**src/rtl/swin_pkg.sv**
```systemverilog
package swin_pkg;
  localparam int AW = 6;
  localparam int DW = 8;
  localparam int NB = 8;
  localparam int OW = $clog2(NB);
  localparam int CTL_N = 4;
  localparam int RWE_BIT = 1;
  localparam logic [AW-1:0] STA_ADDR = 6'h3F;
  localparam int STA_OFF = int'(STA_ADDR[OW-1:0]);

  typedef enum logic [2:0] {
    SEC_AL0, SEC_AL1, SEC_CTL, SEC_TIM, SEC_STA, SEC_NONE
  } sec_e;

  function automatic sec_e sec_of(logic [AW-1:0] a);
    if (a <= 6'h07) return SEC_AL0;
    if (a <= 6'h0F) return SEC_AL1;
    if (a <= 6'h13) return SEC_CTL;
    if (a >= 6'h30 && a <= 6'h37) return SEC_TIM;
    if (a == STA_ADDR) return SEC_STA;
    return SEC_NONE;
  endfunction

  function automatic logic [AW-1:0] base_of(sec_e s);
    case (s)
      SEC_AL1: return 6'h08;
      SEC_CTL: return 6'h10;
      SEC_TIM: return 6'h30;
      SEC_STA: return STA_ADDR;
      default: return 6'h00;
    endcase
  endfunction

  function automatic logic [AW-1:0] last_of(sec_e s);
    case (s)
      SEC_AL0: return 6'h07;
      SEC_AL1: return 6'h0F;
      SEC_CTL: return 6'h13;
      SEC_TIM: return 6'h37;
      SEC_STA: return STA_ADDR;
      default: return 6'h00;
    endcase
  endfunction
endpackage

```
**src/rtl/swin_ptr.sv**
```systemverilog
module swin_ptr
  import swin_pkg::*;
(
  input  logic          clk_i,
  input  logic          rst_ni,
  input  logic          start_i,
  input  logic          addr_valid_i,
  input  logic [AW-1:0] addr_i,
  input  logic          acc_i,
  output logic [AW-1:0] ptr_o,
  output sec_e          sec_o,
  output logic          ok_o
);
  logic [AW-1:0] ptr_q;
  logic          dead_q, touched_q;

  assign ptr_o = ptr_q;
  assign sec_o = sec_of(ptr_q);
  assign ok_o  = acc_i && !start_i && !addr_valid_i && !dead_q &&
                 (sec_o != SEC_NONE) && !(sec_o == SEC_STA && touched_q);

  always_ff @(posedge clk_i or negedge rst_ni) begin
    if (!rst_ni) begin
      ptr_q     <= '0;
      dead_q    <= 1'b0;
      touched_q <= 1'b0;
    end else if (addr_valid_i) begin
      ptr_q     <= addr_i;
      dead_q    <= (sec_of(addr_i) == SEC_NONE);
      touched_q <= 1'b0;
    end else if (start_i) begin
      dead_q    <= (sec_o == SEC_NONE);
      touched_q <= 1'b0;
    end else if (ok_o) begin
      ptr_q <= (ptr_q == last_of(sec_o)) ? base_of(sec_o) : ptr_q + 1'b1;
      if (sec_o == SEC_STA) touched_q <= 1'b1;
    end else if (acc_i) begin
      dead_q <= 1'b1;
    end
  end


  ptr_wrap_chk: assert property (@(posedge clk_i) disable iff (!rst_ni)
    ok_o && (ptr_q == last_of(sec_o)) |=> ptr_q == $past(base_of(sec_o)));


  ptr_in_sec_chk: assert property (@(posedge clk_i) disable iff (!rst_ni)
    ok_o |=> sec_of(ptr_q) == $past(sec_o));


  sta_single_chk: assert property (@(posedge clk_i) disable iff (!rst_ni)
    acc_i && !start_i && !addr_valid_i && sec_o == SEC_STA && touched_q |=> !ok_o);
endmodule

```
**src/rtl/swin_stage.sv**
```systemverilog
module swin_stage
  import swin_pkg::*;
(
  input  logic                   clk_i,
  input  logic                   rst_ni,
  input  logic                   clr_i,
  input  logic                   wr_i,
  input  logic [OW-1:0]          off_i,
  input  logic [DW-1:0]          data_i,
  output logic [NB-1:0][DW-1:0]  buf_o,
  output logic [NB-1:0]          mask_o,
  output logic                   any_o
);
  logic [NB-1:0][DW-1:0] buf_q;
  logic [NB-1:0]         mask_q;

  assign buf_o  = buf_q;
  assign mask_o = mask_q;
  assign any_o  = |mask_q;

  always_ff @(posedge clk_i or negedge rst_ni) begin
    if (!rst_ni) begin
      buf_q  <= '0;
      mask_q <= '0;
    end else if (clr_i) begin
      buf_q  <= '0;
      mask_q <= '0;
    end else if (wr_i) begin
      buf_q[off_i]  <= data_i;
      mask_q[off_i] <= 1'b1;
    end
  end


  stage_grow_chk: assert property (@(posedge clk_i) disable iff (!rst_ni)
    !clr_i |=> ($past(mask_q) & ~mask_q) == '0);


  stage_clear_chk: assert property (@(posedge clk_i) disable iff (!rst_ni)
    clr_i |=> !any_o);
endmodule

```
**src/rtl/swin_regs.sv**
```systemverilog
module swin_regs
  import swin_pkg::*;
(
  input  logic                   clk_i,
  input  logic                   rst_ni,
  input  logic                   snap_i,
  input  logic [NB*DW-1:0]       time_i,
  input  logic                   rd_req_i,
  input  logic                   rd_ok_i,
  input  logic [OW-1:0]          off_i,
  input  sec_e                   sec_i,
  input  logic                   commit_i,
  input  logic [NB-1:0][DW-1:0]  buf_i,
  input  logic [NB-1:0]          mask_i,
  output logic                   rd_valid_o,
  output logic [DW-1:0]          rd_data_o,
  output logic                   time_load_o,
  output logic [NB*DW-1:0]       time_data_o
);
  localparam int CW = $clog2(CTL_N);

  logic [NB-1:0][DW-1:0]    al0_q, al1_q, snap_q, merged;
  logic [CTL_N-1:0][DW-1:0] ctl_q;
  logic [DW-1:0]            sta_q, rd_byte;
  logic                     rwe;

  assign rwe = sta_q[RWE_BIT];

  for (genvar g = 0; g < NB; g++) begin : g_merge
    assign merged[g] = mask_i[g] ? buf_i[g] : snap_q[g];
  end

  always_comb begin
    case (sec_i)
      SEC_AL0: rd_byte = al0_q[off_i];
      SEC_AL1: rd_byte = al1_q[off_i];
      SEC_CTL: rd_byte = ctl_q[off_i[CW-1:0]];
      SEC_TIM: rd_byte = snap_q[off_i];
      SEC_STA: rd_byte = sta_q;
      default: rd_byte = '0;
    endcase
  end

  always_ff @(posedge clk_i or negedge rst_ni) begin
    if (!rst_ni) begin
      rd_valid_o <= 1'b0;
      rd_data_o  <= '0;
    end else begin
      rd_valid_o <= rd_req_i;
      rd_data_o  <= (rd_req_i && rd_ok_i) ? rd_byte : '0;
    end
  end

  always_ff @(posedge clk_i or negedge rst_ni) begin
    if (!rst_ni) snap_q <= '0;
    else if (snap_i) snap_q <= time_i;
  end

  always_ff @(posedge clk_i or negedge rst_ni) begin
    if (!rst_ni) begin
      al0_q <= '0;
      al1_q <= '0;
      ctl_q <= '0;
      sta_q <= '0;
    end else if (commit_i) begin
      if (sec_i == SEC_STA && mask_i[STA_OFF]) sta_q <= buf_i[STA_OFF];
      if (rwe) begin
        for (int k = 0; k < NB; k++) begin
          if (mask_i[k] && sec_i == SEC_AL0) al0_q[k] <= buf_i[k];
          if (mask_i[k] && sec_i == SEC_AL1) al1_q[k] <= buf_i[k];
        end
        for (int k = 0; k < CTL_N; k++) begin
          if (mask_i[k] && sec_i == SEC_CTL) ctl_q[k] <= buf_i[k];
        end
      end
    end
  end

  always_ff @(posedge clk_i or negedge rst_ni) begin
    if (!rst_ni) begin
      time_load_o <= 1'b0;
      time_data_o <= '0;
    end else begin
      time_load_o <= commit_i && rwe && (sec_i == SEC_TIM);
      if (commit_i && rwe && (sec_i == SEC_TIM)) time_data_o <= merged;
    end
  end


  rwe_gate_chk: assert property (@(posedge clk_i) disable iff (!rst_ni)
    commit_i && !rwe |=> $stable(al0_q) && $stable(al1_q) && $stable(ctl_q) && !time_load_o);


  load_pulse_chk: assert property (@(posedge clk_i) disable iff (!rst_ni)
    time_load_o |=> !time_load_o);


  load_src_chk: assert property (@(posedge clk_i) disable iff (!rst_ni)
    time_load_o |-> $past(commit_i));


  snap_hold_chk: assert property (@(posedge clk_i) disable iff (!rst_ni)
    !snap_i |=> $stable(snap_q));


  rd_resp_chk: assert property (@(posedge clk_i) disable iff (!rst_ni)
    rd_valid_o |-> $past(rd_req_i));
endmodule

```
**src/rtl/sect_reg_window.sv**
```systemverilog
module sect_reg_window
  import swin_pkg::*;
(
  input  logic             clk_i,
  input  logic             rst_ni,
  input  logic             start_i,
  input  logic             stop_i,
  input  logic             addr_valid_i,
  input  logic [AW-1:0]    addr_i,
  input  logic             wr_valid_i,
  input  logic [DW-1:0]    wr_data_i,
  input  logic             rd_req_i,
  input  logic [NB*DW-1:0] time_i,
  output logic             rd_valid_o,
  output logic [DW-1:0]    rd_data_o,
  output logic             time_load_o,
  output logic [NB*DW-1:0] time_data_o
);
  logic [AW-1:0]         ptr;
  sec_e                  sec;
  logic                  ok, any;
  logic [NB-1:0][DW-1:0] stage_buf;
  logic [NB-1:0]         stage_mask;

  swin_ptr u_ptr (
    .clk_i        (clk_i),
    .rst_ni       (rst_ni),
    .start_i      (start_i),
    .addr_valid_i (addr_valid_i),
    .addr_i       (addr_i),
    .acc_i        (rd_req_i | wr_valid_i),
    .ptr_o        (ptr),
    .sec_o        (sec),
    .ok_o         (ok)
  );

  swin_stage u_stage (
    .clk_i  (clk_i),
    .rst_ni (rst_ni),
    .clr_i  (start_i | addr_valid_i | stop_i),
    .wr_i   (ok & wr_valid_i),
    .off_i  (ptr[OW-1:0]),
    .data_i (wr_data_i),
    .buf_o  (stage_buf),
    .mask_o (stage_mask),
    .any_o  (any)
  );

  swin_regs u_regs (
    .clk_i       (clk_i),
    .rst_ni      (rst_ni),
    .snap_i      (start_i),
    .time_i      (time_i),
    .rd_req_i    (rd_req_i),
    .rd_ok_i     (ok),
    .off_i       (ptr[OW-1:0]),
    .sec_i       (sec),
    .commit_i    (stop_i & any),
    .buf_i       (stage_buf),
    .mask_i      (stage_mask),
    .rd_valid_o  (rd_valid_o),
    .rd_data_o   (rd_data_o),
    .time_load_o (time_load_o),
    .time_data_o (time_data_o)
  );


  no_empty_load_chk: assert property (@(posedge clk_i) disable iff (!rst_ni)
    stop_i && !any |=> !time_load_o);
endmodule

```
**config.mk**
```make
export PLATFORM = sky130hd
export DESIGN_NAME = sect_reg_window
export DESIGN_NICKNAME = d
export VERILOG_FILES = /design/src/rtl/swin_pkg.sv /design/src/rtl/swin_ptr.sv /design/src/rtl/swin_stage.sv /design/src/rtl/swin_regs.sv /design/src/rtl/sect_reg_window.sv
export SDC_FILE = /design/constraint.sdc
export NUM_CORES = 1
export LEC_CHECK = 0
export ABC_CLOCK_PERIOD_IN_PS = 8500
export BUFFER_PORTS_ARGS = -buffer_cell sky130_fd_sc_hd__buf_2
export CAP_MARGIN = 20
export CORE_ASPECT_RATIO = 0.9
export CORE_UTILIZATION = 60
export CTS_CLUSTER_SIZE = 40
export DETAILED_ROUTE_END_ITERATION = 8
export HOLD_SLACK_MARGIN = 0.15
export MAX_ROUTING_LAYER = met4
export PLACE_DENSITY = 0.77
export SKIP_LAST_GASP = 1
export SYNTH_ARGS = -nofsm -noshare
export SYNTH_HDL_FRONTEND = slang
export SYNTH_HIERARCHICAL = 1
export SYNTH_SLANG_ARGS = --single-unit
```
**constraint.sdc**
```tcl
create_clock -name clk_i -period 8.5 [get_ports clk_i]
set_clock_uncertainty 0.05 [all_clocks]
set_input_delay 1.275 -clock clk_i [delete_from_list [all_inputs] [get_ports clk_i]]
set_output_delay 1.275 -clock clk_i [all_outputs]
set_load 0.05 [all_outputs]
```
==> results of run 1 <==
==> cell families after synthesis <==
kind of cell | synth area share
AO/OA/AOI/OAI | 0.0552
AND/OR/NAND/NOR | 0.0738
buffers and inverters | 0.0281
flip-flops | 0.544
adder cells (fa/ha/maj) | 0.00197
multiplexers | 0.295
XOR/XNOR | 0.00198
==> placed cells by master (no fill, tap or decap), drive strengths merged, types with 8 or more instances in the layout <==
master	netlist	routed
mux2i	135	135
nand2b	75	75
buf	61	170
o22ai	8	8
and2	16	16
mux2	232	232
inv	12	12
a22oi	30	30
nand3	8	8
nand2	19	19
mux4	56	56
nor2	72	72
o21a	9	9
dfrtp	386	386
clkbuf	35	59
a21oi	78	78
o21ai	16	16
==> worst reg2reg max path, stage by stage, from the launching register on <==
cell      delay [ns]
dfrtp_2         0.34
buf_4           0.77
ha_1            0.39
or2b_2          0.32
a21oi_1         0.19
o31a_1          0.80
and4bb_4        0.89
buf_4           0.63
nor2_1          0.17
a21oi_1         0.16
==> power by group <==
part	switching, mW	total [mW]	internal (mW)
Clock	0.711	1.74	1.02
Sequential	0.0536	1.93	1.87
Combinational	0.216	0.363	0.147
Total	0.981	4.03	3.04
==> worst paths after layout <==
kind / cells past startpoint / start / endpoint / slack [ns]
max in group asynchronous: 2 / rst_ni / u_ptr/ptr_o[1] / 6.09
min: 1 / u_regs/al0_q[56] / u_regs/al0_q[56] / 0.45
min reg2reg: 1 / u_regs/al0_q[56] / u_regs/al0_q[56] / 0.45
min in group asynchronous: 1 / rst_ni / u_regs/snap_q[1] / 0.79
max: 9 / u_ptr/ptr_o[1] / u_regs/time_data_o[5] / 3.71
max reg2reg: 9 / u_ptr/ptr_o[1] / u_regs/time_data_o[5] / 3.71
==> metal layers <==
layer | up-vias | part of all wire | GRT usage
met1 | 6233 | 0.44 | 0.504
met5 | - | 0 | -
met2 | 621 | 0.44 | 0.480
li1 | 4984 | - | -
met3 | 84 | 0.10 | 0.0842
met4 | 0 | 0.020 | 0.0784
==> registers in the layout, summed over array words and instances, names as in the netlist, 8 cells and up <==
name,cells
u_regs/al0_q,64
u_regs/al1_q,64
u_regs/ctl_q,32
u_regs/rd_data_o,8
u_regs/snap_q,64
u_regs/sta_q,8
u_regs/time_data_o,64
u_stage/buf_o,64
u_stage/mask_o,8
==> area by class of cell <==
cell class	count	area (µm²)	share of cell area
Timing Repair Buffer	170	903	0.0452
Tap cell	396	495	0.0248
Clock inverter	10	114	0.00569
Inverter	12	45.0	0.00225
Antenna cell	1	2.50	0.000125
Sequential cell	386	9660	0.483
Multi-Input combinational cell	818	7590	0.379
Clock buffer	59	1180	0.0592
==> per-stage QoR <==
step	instance area, µm²	setup WS [ns]	hold WS [ns]
global route	20000	3.47	0.460
detailed placement	18700	3.50	0.438
floorplan	17700	4.57	0.424
CTS	20000	3.76	0.451
global placement	18700	3.54	0.432
finish	20000	3.71	0.452
==> impl_metrics.env, run 1 <==
export IMPL_end_kind="flop"
export IMPL_max_freq_ghz=0.209
export IMPL_ant_nets=0
export IMPL_rsz0062_at_grt="no"
export IMPL_nets=1515
export IMPL_fillers=2048
export IMPL_min_path_type="flop to flop"
export IMPL_synth_area_leaders="dfrtp_1 54%, mux2_2 15%, mux2i_1 7.6%"
export IMPL_maxCapViolCount=0
export IMPL_ys_types=62
export IMPL_clk_latency_ns=0.53
export IMPL_ys_ff_latch=386
export IMPL_pin_count=159
export IMPL_core_area_um2=29000
export IMPL_p_total_mw=4.03
export IMPL_synth_warnings=6
export IMPL_syn_num_nets=1399
export IMPL_yosysMostFrequentCell="dfrtp_1"
export IMPL_fin_setup_tns_ns=0
export IMPL_synth_largest_area_cell="dfrtp_1"
export IMPL_holdBufCountCts=0
export IMPL_drc_errors=0
export IMPL_worst_setup_path_start_kind="flop"
export IMPL_synth_top_area_share=0.544
export IMPL_grt_use_total=0.342
export IMPL_grt_pass1_vias=11600
export IMPL_place_inst=1782
export IMPL_ys_seq_area_frac=0.544
export IMPL_first_pass_iters=6
export IMPL_period_share=0.564
export IMPL_critPathBufInv=2
export IMPL_instances_no_fill=1852
export IMPL_grt_max_degree=185
export IMPL_critPathSlowestCell="and4bb_4"
export IMPL_fin_util=0.689
export IMPL_irDropWorstVdd_mv=0.127
export IMPL_yosys_top_cells_count="386 x dfrtp_1, 232 x mux2_2, 135 x mux2i_1"
export IMPL_cp_required_ns=8.89
export IMPL_syn2layout_area_growth_pct=12.7
export IMPL_crit_family="buffers and inverters"
export IMPL_tritoncts="yes"
export IMPL_critical_path_peak_fanout=70
export IMPL_initial_core_util=0.612
export IMPL_drv_slew=0
export IMPL_worstMarginPinSlew_ns=1.06
export IMPL_cts_made_buffers=40
export IMPL_vias=11900
export IMPL_grt_first_pass_wirelength_um=72900
export IMPL_dpl_hpwl_um=32700
export IMPL_die_h_um=165
export IMPL_post_cts_buffers=0
export IMPL_cpPeakStageDelay_ns=0.88
export IMPL_finalWirelength_um=48900
export IMPL_dr_first_iter_drc_count=1334
export IMPL_clockRootBuffer="clkbuf_16"
export IMPL_crit_path_cell_trace="buf_4, ha_1, or2b_2, a21oi_1, o31a_1, and4bb_4, buf_4, nor2_1, a21oi_1"
export IMPL_clock_path_buffers=3
export IMPL_die_w_um=183
export IMPL_arrival_ns=5.18
export IMPL_antenna_found_initial=2
export IMPL_synth_top_flop_cell="dfrtp_1"
export IMPL_synthesis_instances=1312
export IMPL_clk_pin_slew_ns=0.06
export IMPL_gp_congestion=0.886
export IMPL_p_leak_nw=9.62
export IMPL_relSlewSlack=0.293
export IMPL_num_rows=59
export IMPL_avgRoutedWirePerCell_um=26.4
export IMPL_h_tree_depth=2
export IMPL_status="complete, no violations"
export IMPL_power_density_nw_per_um2=201
export IMPL_layout_drive_gt1_share=0.377
export IMPL_port_buffers=158
export IMPL_finalSetupViolCount=0
export IMPL_die_area_um2=30300
export IMPL_grt_overflow_total=0
export IMPL_cts_resized=0
export IMPL_async_flop_share=1.00
export IMPL_syn_cell_area_um2=17700
export IMPL_hold_viol=0
export IMPL_fin_crit_ns=4.79
export IMPL_cts_sink_count=386
export IMPL_via_per_inst=6.44
export IMPL_path_class="flop to flop"
export IMPL_syn_area_per_cell_um2=13.5
export IMPL_synth_edf_count=0
(Power assumes the default switching activity.)
==> run 2: changes to the inputs <==
- ABC_CLOCK_PERIOD_IN_PS: 8500 -> 5000
- clock period: 8.5 -> 5 ns (I/O delays scaled with it)
==> impl_metrics.env, run 2 (synthesized netlist as in run 1, its figures left out) <==
export IMPL_pin_count=159
export IMPL_worstMarginPinSlew_ns=1.04
export IMPL_clk_pin_slew_ns=0.06
export IMPL_die_h_um=165
export IMPL_nets=1522
export IMPL_netSwitchingFraction=0.250
export IMPL_die_area_um2=30300
export IMPL_vias=11900
export IMPL_fin_setup_tns_ns=0
export IMPL_period_share=0.785
export IMPL_fin_crit_ns=3.92
export IMPL_num_rows=59
export IMPL_rsz0062_at_grt="no"
export IMPL_critical_path_peak_fanout=12
export IMPL_cts_made_buffers=40
export IMPL_drv_slew=0
export IMPL_dr_first_iter_drc_count=1299
export IMPL_hold_viol=0
export IMPL_die_w_um=183
export IMPL_final_cell_mix="384 x dfrtp_1, 232 x mux2_2, 157 x buf_2"
export IMPL_p_int_mw=5.11
export IMPL_p_sw_mw=1.70
export IMPL_clock_path_buffers=3
export IMPL_finalWirelength_um=49800
export IMPL_via_per_inst=6.43
export IMPL_irDropWorstVdd_mv=0.222
export IMPL_diodes=0
export IMPL_first_pass_iters=6
export IMPL_arrival_ns=4.28
export IMPL_fillers=2068
export IMPL_cts_sink_count=386
export IMPL_holdBufCountCts=0
export IMPL_relSlewSlack=0.304
export IMPL_worst_setup_path_start_kind="flop"
export IMPL_avgRoutedWirePerCell_um=26.8
export IMPL_power_density_nw_per_um2=340
export IMPL_status="complete, no violations"
export IMPL_grt_max_degree=130
export IMPL_finalSetupViolCount=0
export IMPL_syn2layout_area_growth_pct=12.9
export IMPL_initial_core_util=0.612
export IMPL_ant_nets=0
export IMPL_hold_worst_slack_ns=0.193
export IMPL_layout_commonest_cell="dfrtp_1"
export IMPL_layout_drive_gt1_share=0.382
export IMPL_max_freq_ghz=0.255
export IMPL_end_kind="flop"
export IMPL_cp_required_ns=5.36
export IMPL_fin_util=0.690
export IMPL_cts_resized=0
export IMPL_grt_overflow_total=0
export IMPL_clockPowerShare=0.425
export IMPL_maxCapViolCount=0
export IMPL_grt_first_pass_wirelength_um=73900
export IMPL_pwr_share_comb=0.096
export IMPL_gp_congestion=0.913
export IMPL_dpl_hpwl_um=33700
export IMPL_tritoncts="yes"
export IMPL_core_area_um2=29000
export IMPL_antenna_found_initial=1
export IMPL_h_tree_depth=2
export IMPL_post_cts_buffers=0
export IMPL_p_leak_nw=9.66
export IMPL_drc_errors=0
export IMPL_clk_latency_ns=0.55
export IMPL_clockRootBuffer="clkbuf_16"
export IMPL_path_class="flop to flop"
export IMPL_grt_pass1_vias=11600
export IMPL_p_seq_frac=0.479
export IMPL_min_path_type="input pin to async pin"
export IMPL_grt_use_total=0.347
export IMPL_port_buffers=158
run 2: cell count changes in the layout (fill, tap and decap cells not counted):
| cell | previous run | this run |
|---|---|---|
| clkinv_8 | 1 | 0 |
| bufinv_16 | 2 | 0 |
| clkinvlp_4 | 1 | 0 |
| buf_12 | 1 | 2 |
| inv_6 | 0 | 2 |
| clkinv_2 | 6 | 8 |
| clkinv_4 | 0 | 1 |
| clkbuf_8 | 9 | 11 |
| clkbuf_1 | 9 | 7 |
| diode_2 | 1 | 0 |
| buf_4 | 11 | 17 |
run 2: path summary, 6_finish.rpt:
check	start	cells after the start	slack, ns	to
max in group asynchronous	rst_ni	2	3.40	u_ptr/ptr_o[0]
min in group clk_i	rd_req_i	1	0.29	u_regs/rd_valid_o
worst min-delay path	rst_ni	1	0.19	u_regs/time_data_o[4]
worst max-delay path	u_ptr/ptr_o[0]	7	1.08	u_regs/ctl_q[12]
worst min register to register	u_regs/al1_q[54]	1	0.45	u_regs/al1_q[54]
worst max register to register	u_ptr/ptr_o[0]	7	1.08	u_regs/ctl_q[12]
run 2: metal layers:
metal / vias to the layer above / GRT usage / routed length (µm)
met3: 91 / 0.106 / 5680
li1: 4998 / - / -
met4: 0 / 0.105 / 1310
met1: 6194 / 0.500 / 21300
met5: - / - / 0
met2: 666 / 0.474 / 21400
run 2: critical path, cell delays in order (launching register included):
cell     delay (ns)
dfrtp_4        0.49
ha_1           0.24
nor2b_1        0.19
maj3_1         0.38
nor2_1         0.71
nor4b_1        0.68
and2_1         0.63
mux2_2         0.41
run 2: power by group through the flow:
stage               sequential, mW  clock, mW  combinational [mW]
floorplan                     3.28          0               0.409
global placement              3.31          0               0.635
detailed placement            3.31          0               0.643
CTS                           3.26       2.92               0.646
global route                  3.26       3.05               0.699
finish                        3.26       2.89               0.654
run 2: cell type report:
cell class,instances,area [µm²],area share
clock inverter,11,66.3,0.00331
tap,396,495,0.0247
clock buffer,59,1200,0.0601
inverter,12,45.0,0.00225
timing repair buffer,177,968,0.0483
multi-input combinational,818,7590,0.379
sequential,386,9660,0.482
run 2: through the flow:
step	instances	power, mW	area [µm²]	setup WS, ns
detailed placement	1789	3.96	18800	0.969
global placement	1789	3.94	18800	1.10
CTS	1859	6.83	20000	1.13
finish	1859	6.81	20000	1.08
floorplan	1312	3.69	17700	1.59
global route	1859	7.02	20000	1.01
==> run 3: changes to the inputs <==
- ABC_AREA: default -> 1
- ABC_CLOCK_PERIOD_IN_PS: 5000 -> 4000
- clock period: 5 -> 4 ns (I/O delays scaled with it)
==> impl_metrics.env, run 3 <==
export IMPL_ys_ff_latch=386
export IMPL_synth_area_leaders="dfrtp_1 53%, nand2_1 18%, nand3_1 6.8%"
export IMPL_gp_congestion=0.970
export IMPL_antenna_found_initial=0
export IMPL_end_kind="flop"
export IMPL_synth_top_area_share=0.527
export IMPL_reg2reg_setup_slack_ns=0.54
export IMPL_place_inst=2854
export IMPL_grt_max_degree=108
export IMPL_hp_start="time_i[41]"
export IMPL_via_per_inst=5.73
export IMPL_p_total_mw=9.86
export IMPL_clockRootBuffer="clkbuf_16"
export IMPL_diodes=0
export IMPL_pin_count=159
export IMPL_instances_no_fill=2929
export IMPL_drv_slew=0
export IMPL_synth_edf_count=0
export IMPL_vias=16800
export IMPL_clk_pin_slew_ns=0.06
export IMPL_yosys_top_cells_count="875 x nand2_1, 386 x dfrtp_1, 266 x inv_1"
export IMPL_core_area_um2=30000
export IMPL_first_pass_iters=6
export IMPL_tritoncts="yes"
export IMPL_status="complete, no violations"
export IMPL_r2r_start="u_ptr/ptr_o[0]"
export IMPL_layout_commonest_cell="nand2_1"
export IMPL_syn_num_nets=2470
export IMPL_fillers=2369
export IMPL_ys_types=34
export IMPL_die_area_um2=31200
export IMPL_die_w_um=186
export IMPL_arrival_ns=3.81
export IMPL_p_leak_nw=10.5
export IMPL_hold_worst_slack_ns=0.211
export IMPL_final_cell_mix="875 x nand2_1, 384 x dfrtp_1, 265 x inv_1"
export IMPL_die_h_um=168
export IMPL_min_path_type="input pin to flop"
export IMPL_ant_nets=0
export IMPL_grt_use_total=0.379
export IMPL_clock_path_buffers=3
export IMPL_irDropWorstVdd_mv=0.377
export IMPL_syn_area_per_cell_um2=7.69
export IMPL_port_buffers=158
export IMPL_syn2layout_area_growth_pct=13.9
export IMPL_initial_core_util=0.612
export IMPL_fin_crit_ns=3.46
export IMPL_cts_made_buffers=41
export IMPL_maxCapViolCount=0
export IMPL_grt_first_pass_wirelength_um=87100
export IMPL_num_rows=60
export IMPL_async_flop_share=1.00
export IMPL_yosysMostFrequentCell="nand2_1"
export IMPL_synth_largest_area_cell="dfrtp_1"
export IMPL_finalWirelength_um=56300
export IMPL_syn_cell_area_um2=18300
export IMPL_h_tree_depth=2
export IMPL_drc_errors=0
export IMPL_critical_path_peak_fanout=16
export IMPL_path_class="flop to flop"
export IMPL_nets=2583
export IMPL_fin_setup_tns_ns=0
export IMPL_rsz0062_at_grt="no"
export IMPL_worstMarginPinSlew_ns=0.920
export IMPL_grt_overflow_total=0
export IMPL_r2r_cells=13
export IMPL_relSlewSlack=0.387
export IMPL_cp_endpoint="u_regs/al0_q[13]"
export IMPL_worst_setup_path_start_kind="flop"
export IMPL_regToRegEndpoint="u_regs/al0_q[13]"
export IMPL_layout_drive_gt1_share=0.123
export IMPL_synth_warnings=6
export IMPL_period_share=0.865
export IMPL_max_freq_ghz=0.289
export IMPL_post_cts_buffers=0
export IMPL_avgRoutedWirePerCell_um=19.2
export IMPL_power_density_nw_per_um2=472
export IMPL_dr_first_iter_drc_count=1920
export IMPL_grt_pass1_vias=15700
export IMPL_crit_path_start="u_ptr/ptr_o[0]"
export IMPL_finalSetupViolCount=0
export IMPL_cp_required_ns=4.35
export IMPL_synth_top_flop_cell="dfrtp_1"
export IMPL_dpl_hpwl_um=38500
export IMPL_cts_sink_count=386
export IMPL_ys_seq_area_frac=0.527
export IMPL_clk_latency_ns=0.55
export IMPL_hold_viol=0
export IMPL_synthesis_instances=2383
run 3: changes by cell type after synthesis, moves of 75 or more:
| cell | previous run | this run |
|---|---|---|
| nand2_1 | 11 | 875 |
| inv_1 | 12 | 266 |
| nand3_1 | 8 | 250 |
| mux2_2 | 232 | 0 |
| o21ai_0 | 10 | 210 |
| mux2i_1 | 135 | 0 |
| nand2b_1 | 75 | 0 |
run 3: cell families (layout without fill, tap and decap cells):
logic type,after synthesis,after routing,share of synthesized area
flops,386,386,0.527
buf+inv,399,542,0.0890
xor+xnor,2,2,0.000956
fa+ha+maj,2,2,0.00137
simple gates,1285,1285,0.293
compound gates,309,309,0.0888
run 3: area by class of cell:
| type | instances | area [µm²] | share of cell area |
|---|---|---|---|
| repair buffers | 186 | 1090 | 0.0524 |
| multi-input cells | 1598 | 7050 | 0.338 |
| inverters | 283 | 1060 | 0.0509 |
| clock buffers | 54 | 1140 | 0.0548 |
| clock inverters | 19 | 360 | 0.0173 |
| well taps | 403 | 504 | 0.0242 |
| flip-flops and latches | 386 | 9660 | 0.463 |
run 3: timing repair:
action,4_1_cts,5_1_grt
resized for setup,0,0
hold buffers,2,0
endpoints found under the hold margin,104,0
run 3: worst max-delay path, cell delays in order, from the launching register on:
cell      delay (ns)
dfrtp_4         0.55
ha_1            0.24
inv_1           0.13
nand3_2         0.13
nand3b_4        0.12
nand2_2         0.07
nor2_4          0.31
nor2_1          0.16
inv_1           0.21
nand2_2         0.13
nor2_4          0.48
nand2_1         0.44
nand2_1         0.18
o21ai_0         0.11
run 3: layer usage:
metal,track usage,vias to the layer above,part of all wire
li1,-,7706,-
met1,0.527,8041,0.41
met2,0.555,881,0.44
met3,0.0725,160,0.10
met4,0.144,0,0.043
met5,-,-,0
run 3: metrics by stage:
| stage | setup slack [ns] | util | area (µm²) |
|---|---|---|---|
| after CTS | 0.606 | 0.697 | 20900 |
| after global routing | 0.343 | 0.697 | 20900 |
| after detailed placement | 0.633 | 0.646 | 19300 |
| after floorplan | 1.41 | - | 18300 |
| after global placement | 0.817 | 0.646 | 19300 |
| final | 0.541 | 0.697 | 20900 |
run 3: worst min-delay path by stage:
stage | endpoint | cells past startpoint
detailed placement | u_regs/al1_q[15] | 2
global route | u_regs/snap_q[23] | 3
floorplan | u_ptr/dead_q | 0
CTS | u_regs/snap_q[41] | 3
finish | u_regs/snap_q[41] | 3
global placement | u_regs/al1_q[43] | 2
run 3: report_power, final:
part	total [mW]	switching, mW	leakage (nW)	internal [mW]
logic	1.53	1.13	4.51	0.404
registers	4.07	0.0861	5.26	3.98
clock network	4.26	1.60	0.729	2.66
